===== src/rtl/cache_rgn_maint.sv =====
`timescale 1ns/1ps
module cache_rgn_maint #(
  parameter int PA_W       = 40,
  parameter int LINE_BYTES = 64,
  parameter int SETS       = 64
) (
  input  logic            clk,
  input  logic            rst_n,
  input  logic            reg_wr,
  input  logic [2:0]      reg_addr,
  input  logic [31:0]     reg_wdata,
  output logic [31:0]     reg_rdata,
  output logic            mreq_valid,
  output logic [PA_W-1:0] mreq_addr,
  output logic [1:0]      mreq_op,
  output logic            mreq_whole,
  input  logic            mreq_ack,
  output logic            cache_bypass
);
  localparam int LSH = $clog2(LINE_BYTES);
  localparam int LW  = PA_W - LSH;
  localparam int HW  = PA_W - 32;
  localparam logic [1:0] OP_FL = 2'b01, OP_IV = 2'b10, OP_FI = 2'b11;

  logic          dis_q, mode_q, busy_q, whole_q;
  logic [2:0]    opf_q;
  logic [HW-1:0] endhi_q, sthi_q;
  logic [31:0]   endlo_q, stlo_q;
  logic [LW-1:0] cur_q, last_q;
  logic [1:0]    op_q;

  logic            wr_ok, rgn_go, all_go;
  logic [PA_W-1:0] new_start, end_full;
  logic [LW-1:0]   sline, eline;
  logic [1:0]      inv_op;

  assign wr_ok     = reg_wr & ~busy_q;
  assign new_start = {sthi_q, reg_wdata};
  assign end_full  = {endhi_q, endlo_q};
  assign sline     = new_start[PA_W-1:LSH];
  assign eline     = end_full[PA_W-1:LSH];
  assign rgn_go    = wr_ok && reg_addr == 3'd3 && eline > sline;
  assign all_go    = wr_ok && (reg_addr == 3'd5 || reg_addr == 3'd6) && reg_wdata[0];
  assign inv_op    = mode_q ? OP_FI : OP_IV;

  always_ff @(posedge clk or negedge rst_n) begin
    if (!rst_n) begin
      dis_q <= 1'b0; mode_q <= 1'b0; opf_q <= 3'd0;
      endhi_q <= '0; endlo_q <= '0; sthi_q <= '0; stlo_q <= '0;
    end else if (wr_ok) begin
      case (reg_addr)
        3'd0: begin
          dis_q  <= reg_wdata[0];
          mode_q <= reg_wdata[6];
          opf_q  <= reg_wdata[11:9];
        end
        3'd1: endlo_q <= reg_wdata;
        3'd2: endhi_q <= reg_wdata[HW-1:0];
        3'd3: stlo_q  <= reg_wdata;
        3'd4: sthi_q  <= reg_wdata[HW-1:0];
        default: ;
      endcase
    end
  end

  always_ff @(posedge clk or negedge rst_n) begin
    if (!rst_n) begin
      busy_q <= 1'b0; whole_q <= 1'b0; op_q <= OP_FL;
      cur_q <= '0; last_q <= '0;
    end else if (rgn_go) begin
      busy_q  <= 1'b1;
      whole_q <= 1'b0;
      cur_q   <= sline;
      last_q  <= eline - LW'(1);
      op_q    <= (opf_q == 3'd1) ? inv_op : OP_FL;
    end else if (all_go) begin
      busy_q  <= 1'b1;
      whole_q <= 1'b1;
      cur_q   <= '0;
      last_q  <= LW'(SETS - 1);
      op_q    <= (reg_addr == 3'd5) ? inv_op : OP_FL;
    end else if (busy_q && mreq_ack) begin
      if (cur_q == last_q) busy_q <= 1'b0;
      else                 cur_q  <= cur_q + LW'(1);
    end
  end

  assign mreq_valid   = busy_q;
  assign mreq_addr    = {cur_q, {LSH{1'b0}}};
  assign mreq_op      = op_q;
  assign mreq_whole   = whole_q;
  assign cache_bypass = dis_q;

  always_comb begin
    case (reg_addr)
      3'd0:    reg_rdata = {20'd0, opf_q, busy_q, 1'b0, mode_q, 5'd0, dis_q};
      3'd1:    reg_rdata = endlo_q;
      3'd2:    reg_rdata = 32'(endhi_q);
      3'd3:    reg_rdata = stlo_q;
      3'd4:    reg_rdata = 32'(sthi_q);
      default: reg_rdata = 32'd0;
    endcase
  end
endmodule



===== config.mk =====
export PLATFORM = sky130hd
export DESIGN_NAME = cache_rgn_maint
export DESIGN_NICKNAME = d
export VERILOG_FILES = /design/src/rtl/cache_rgn_maint.sv
export SDC_FILE = /design/constraint.sdc
export NUM_CORES = 1
export LEC_CHECK = 0
export ABC_CLOCK_PERIOD_IN_PS = 2400
export BUFFER_PORTS_ARGS = -buffer_cell sky130_fd_sc_hd__buf_2
export CAP_MARGIN = 40
export CORE_MARGIN = 2
export CORE_UTILIZATION = 40
export CTS_CLUSTER_DIAMETER = 100
export CTS_CLUSTER_SIZE = 14
export DETAILED_ROUTE_END_ITERATION = 7
export SYNTH_ARGS = -nofsm -noshare
export SYNTH_HDL_FRONTEND = slang
export SYNTH_SLANG_ARGS = --single-unit

===== constraint.sdc =====
create_clock -name clk -period 2.4 [get_ports clk]
set_clock_uncertainty 0.05 [all_clocks]
set_input_delay 0.24 -clock clk [delete_from_list [all_inputs] [get_ports clk]]
set_output_delay 0.24 -clock clk [all_outputs]
set_load 0.01 [all_outputs]

# [Word level (Yosys, flattened, before mapping)]
# Index checks and enable logic that the tools add are counted.
[op_classes] n_mux=18 reduce_logical=17 order_cmp=1 n_addsub=2 bitwise=2 n_eq_ne=9
[ops] op="$mux 34" count=6
[ops] op="$pmux 32 s5" count=1
[ops] op="$add 34x1->34 const B" count=1
[ops] op="$eq 34x34->1" count=1
[ops] op="$gt 34x34->1" count=1
[ops] op="$sub 34x1->34 const B" count=1
[ops] op="$reduce_and 2->1" count=7
[ops] op="$eq 3x3->1 const B" count=3
[ops] op="$mux 2" count=4
[ops] op="$mux 1" count=7
[ops] op="$eq 3x1->1 const B" count=2
[ops] op="$eq 3x2->1 const B" count=2
[ops] op="$reduce_bool 3->1" count=2
[ops] op="$logic_and 1x1->1" count=5
[ops] op="$logic_not 3->1" count=1
[ops] op="$ne 3x3->1 const B" count=1
[ops] op="$reduce_bool 2->1" count=1
[ops] op="$and 1x1->1" count=1
[ops] op="$logic_or 1x1->1" count=1
[ops] op="$not 1->1" count=1
[totals] elab_cells=61 inputBits=39 register_bits=157 output_inout_bits=77

# [Longest topological paths before layout]
[depth] depth_word=6 ltp_mapped=11 ltp_nobuf=9

# [Least setup slack after synthesis]
# OpenSTA, ideal clock, no wires.
[synth_timing] kind="register to register" start="register endhi_q[6]" end="register last_q[2]" path_buffers=2 required_ps=2209 setup_ps=141 stages_incl_launch_ff=10 t_arrival_ps=2455 path_slack_ps=-246 cell_sequence="dfrtp_1 -> ha_1 -> nand4_1 -> or4_1 -> a211o_1 -> a31oi_1 -> or2_2 -> buf_6 -> clkbuf_1 -> a31oi_1"
[synth_between] elab_chain_cells=3 elab_cells_between_ends=4 cone_classes="order compare: 1; mux: 1; reduce/logical: 2"
[synth_lines] element="start, declared" line="27" source="logic [HW-1:0] endhi_q, sthi_q;"
[synth_lines] element="start signal, assigned" line="58" source="3'd2: endhi_q <= reg_wdata[HW-1:0];"
[synth_lines] element="$gt 34x34->1 (*)" line="42" source="assign rgn_go = wr_ok && reg_addr == 3'd3 && eline > sline;"
[synth_lines] element="$logic_and 1x1->1 (*)" line="42"
[synth_lines] element="$mux 34 or $reduce_bool 2->1 (tied branches)"
[synth_lines] element="end signal, assigned" line="74" source="last_q <= eline - LW'(1);"
[synth_lines] element="end signal, assigned" line="80" source="last_q <= LW'(SETS - 1);"
[synth_lines] element="end, declared" line="29" source="logic [LW-1:0] cur_q, last_q;"
# Mark *: on every way between the ends. The rest lies on a longest branch, timed or not.
# A chain may end at the register's enable or synchronous reset.

# [Worst setup path after layout]
[layout_timing] start="register endlo_q[27]" end="register cur_q[18]"
[layout_between] elab_chain_cells=4 elab_cells_between_ends=6 cone_classes="order compare: 1; eq/ne: 1; mux: 1; reduce/logical: 3"
[layout_lines] element="start, declared" line="28" source="logic [31:0] endlo_q, stlo_q;"
[layout_lines] element="start signal, assigned" line="57" source="3'd1: endlo_q <= reg_wdata;"
[layout_lines] element="$gt 34x34->1 (*)" line="42"
[layout_lines] element="$logic_and 1x1->1 (*)" line="42"
[layout_lines] element="$ne 3x3->1 (no source line) or $reduce_bool 3->1 (tied branches)"
[layout_lines] element="$reduce_and 2->1 (no source line)"
[layout_lines] element="end signal, assigned" line="73" source="cur_q <= sline;"
[layout_lines] element="end signal, assigned" line="84" source="else cur_q <= cur_q + LW'(1);"
[layout_lines] element="end, declared" line="29"
# Marked as above.

==> results.sh <==
export IMPL_drtIter0Drc=517
export IMPL_mostFrequentLayoutCells="buf_4 (155), dfrtp_1 (152), nand2_1 (132)"
export IMPL_setup_slack_ns=-0.2380
export IMPL_violations="setup timing"
export IMPL_cts_buffers=17
export IMPL_cts_max_path_buffers=2
export IMPL_synth_avg_cell_area_um2=9.368
export IMPL_status="finished with violations"
export IMPL_hold_path_endpoint="stlo_q[3]"
export IMPL_initial_utilization_pct=41.00
export IMPL_die_h_um=154.3
export IMPL_clkLatencyLatePin_ns=0.43
export IMPL_path_cells="ha_4 > nand4_1 > or4_1 > a211o_1 > a31oi_2 > or2_4 > buf_12 > nand2_1 > o31ai_1"
export IMPL_vias=8135
export IMPL_cts_htree_levels=4
export IMPL_synthArstFlopShare_pct=100.0
export IMPL_tightest_slew_ns=0.5554
export IMPL_wl_mm=28.93
export IMPL_pin_count=116
export IMPL_ant_nets=0
export IMPL_grt_first_pass_wirelength_mm=45.82
export IMPL_finalNonFillerCells=1512
export IMPL_ys_types=61
export IMPL_cts_tree="built"
export IMPL_port_buffers=109
export IMPL_min_period_over_period_pct=109.9
export IMPL_synth_top_cell_by_area="dfrtp_1"
export IMPL_ys_warn_count=0
export IMPL_crit_fanout=41
export IMPL_post_drt_wl_per_cell_um=19.13
export IMPL_max_cap_violations=0
export IMPL_synthFlopType="dfrtp_1"
export IMPL_r2r_start="endlo_q[27]"
export IMPL_synthTopCellsByArea="dfrtp_1 (43%), xnor2_1 (6.8%), nand2_1 (6.0%)"
export IMPL_fin_tns_setup_ns=-13.13
export IMPL_worstRegToRegCells=9
export IMPL_end_kind="flip-flop"
export IMPL_dp_cells=1460
export IMPL_syn_area_um2=9031
export IMPL_p_leak_nw=5.700
export IMPL_grt_usage_pct=24.81
export IMPL_final_util_pct=56.04
export IMPL_netlist_area_leader_share_pct=43.23
export IMPL_drc=0
export IMPL_synth_seq_cells=157
export IMPL_holdPathStages=3
export IMPL_drive_gt1_share_pct=36.77
export IMPL_grt_max_degree=58
export IMPL_vias_per_cell=5.380
export IMPL_first_global_vias=8074
export IMPL_place_congestion=0.8802
export IMPL_core_rowCount=54
export IMPL_finalMaxSlewViolations=0
export IMPL_ys_seq_area_share_pct=43.52
export IMPL_area_growth_pct=36.69
export IMPL_core_area_um2=22030
export IMPL_hold_viol=0
export IMPL_synth_edf_count=0
export IMPL_whs_ns=0.01534
export IMPL_diodes=0
export IMPL_rsz0062_at_grt="yes"
export IMPL_powerDensity_nw_per_um2=1145
export IMPL_hold_path_class="primary input to flip-flop"
export IMPL_fmax_mhz=379.1
export IMPL_grt_overflow_total=0
export IMPL_fin_crit_ns=2.638
export IMPL_slew_headroom_pct=62.97
export IMPL_finalSetupViolations=72
export IMPL_crit_type="flip-flop to flip-flop"
export IMPL_netlist_instances=964
export IMPL_die_w_um=154.3
export IMPL_hp_start="reg_wdata[3]"
export IMPL_critPathMaxStageDelay_ns=0.56
export IMPL_cp_slowest_cell="or4_1"
export IMPL_reg2reg_to="cur_q[18]"
export IMPL_final_common_cell="buf_4"
export IMPL_start_kind="flip-flop"
export IMPL_critPathArrivalTime_ns=2.92
export IMPL_hpwl_mm=21.17
export IMPL_ctsRootBufferMaster="clkbuf_16"
export IMPL_irDropWorstVdd_mv=0.4365
export IMPL_nets=1294
export IMPL_first_pass_iters=5
export IMPL_cts_sinks=157
export IMPL_die_area_um2=23800
export IMPL_clk_pin_slew_ns=0.06
export IMPL_ff2ff_setup_slack_ns=-0.24
export IMPL_required_ns=2.69
export IMPL_antenna_found_initial=0
worst max path at each step:
stage | from | endpoint | slack (ns)
global route | endlo_q[31] | last_q[2] | -0.31
floorplan | endhi_q[0] | cur_q[22] | -0.03
global placement | reg_wdata[25] | last_q[27] | -0.17
finish | endlo_q[27] | cur_q[18] | -0.24
detailed placement | reg_wdata[24] | last_q[17] | -0.25
CTS | endlo_q[25] | last_q[2] | -0.19
through the flow:
stage | setup WS [ns] | cell area (µm²) | power (mW)
3_3_place_gp | -0.1731 | 11070 | 10.87
3_5_place_dp | -0.2507 | 11070 | 11.01
2_1_floorplan | -0.03415 | 9183 | 8.100
4_1_cts | -0.1914 | 12140 | 14.13
5_1_grt | -0.3129 | 12340 | 15.07
6_report | -0.2380 | 12340 | 14.13
sequential cells by signal (all words and copies together), names as in the netlist:
name and flops:
cur_q 34, last_q 34, endlo_q 32, stlo_q 32, endhi_q 8, sthi_q 8
opf_q 3, mreq_op 2, cache_bypass 1, mode_q 1, mreq_valid 1, mreq_whole 1
Yosys cell counts, drive strengths merged (10+ instances only):
cell type and instances:
o21ai 101, mux2 33, nand4 23, a21oi 16, nand2 145, a22oi 11, nand3 44, o31ai 27
dfrtp 156, xnor2 70, clkbuf 42, xor2 28, a22o 20, and3 10, nor3 16, nor4 17
nor2 36, inv 41, buf 16, ha 36
critical path, delay by kind of cell, from the launching register on:
kind | cells | cell delay, ns
DFF | 1 | 0.42
and+or+nand+nor | 4 | 1.04
AOI/OAI and AO/OA | 3 | 0.50
buffers and inverters | 1 | 0.24
adders and majority gates | 1 | 0.27
cells by family after synthesis:
logic type,share of synthesized area [%]
adder cells (fa/ha/maj),4.988
multiplexers,4.669
XOR/XNOR,9.504
AO/OA/AOI/OAI,13.88
flip-flops,43.52
AND/OR/NAND/NOR,18.48
buffers and inverters,4.918
other,0.04152
metal layers:
layer	vias to the layer above	part of all wire (%)	track usage (%)
met5	-	0	0
met4	0	2.3	8.510
met3	35	6.0	4.315
met2	251	45	38.24
met1	3953	47	35.42
li1	3896	-	-
what timing repair did:
item                                   4_1_cts  5_1_grt
hold buffers                                 4        0
cloned                                       3        0
setup endpoints to repair                   72       72
endpoints found under the hold margin       35        0
resized for setup                           85       34
setup buffers                                9        4
pin swaps                                   22       10
where the power goes:
group	total, mW	internal (mW)	switching (mW)
Sequential	4.85	3.83	1.02
Combinational	6.45	3.21	3.24
Clock	2.84	1.65	1.18
layout make-up:
type / count / area (µm²)
clock buffers: 17 / 425.4
clock inverters: 15 / 190.2
fillers: 1937 / 9682
inverters: 41 / 153.9
multi-input cells: 712 / 5160
flip-flops and latches: 157 / 3935
well taps: 280 / 350.3
repair buffers: 290 / 2130
Power figures use the tool's default switching activity.
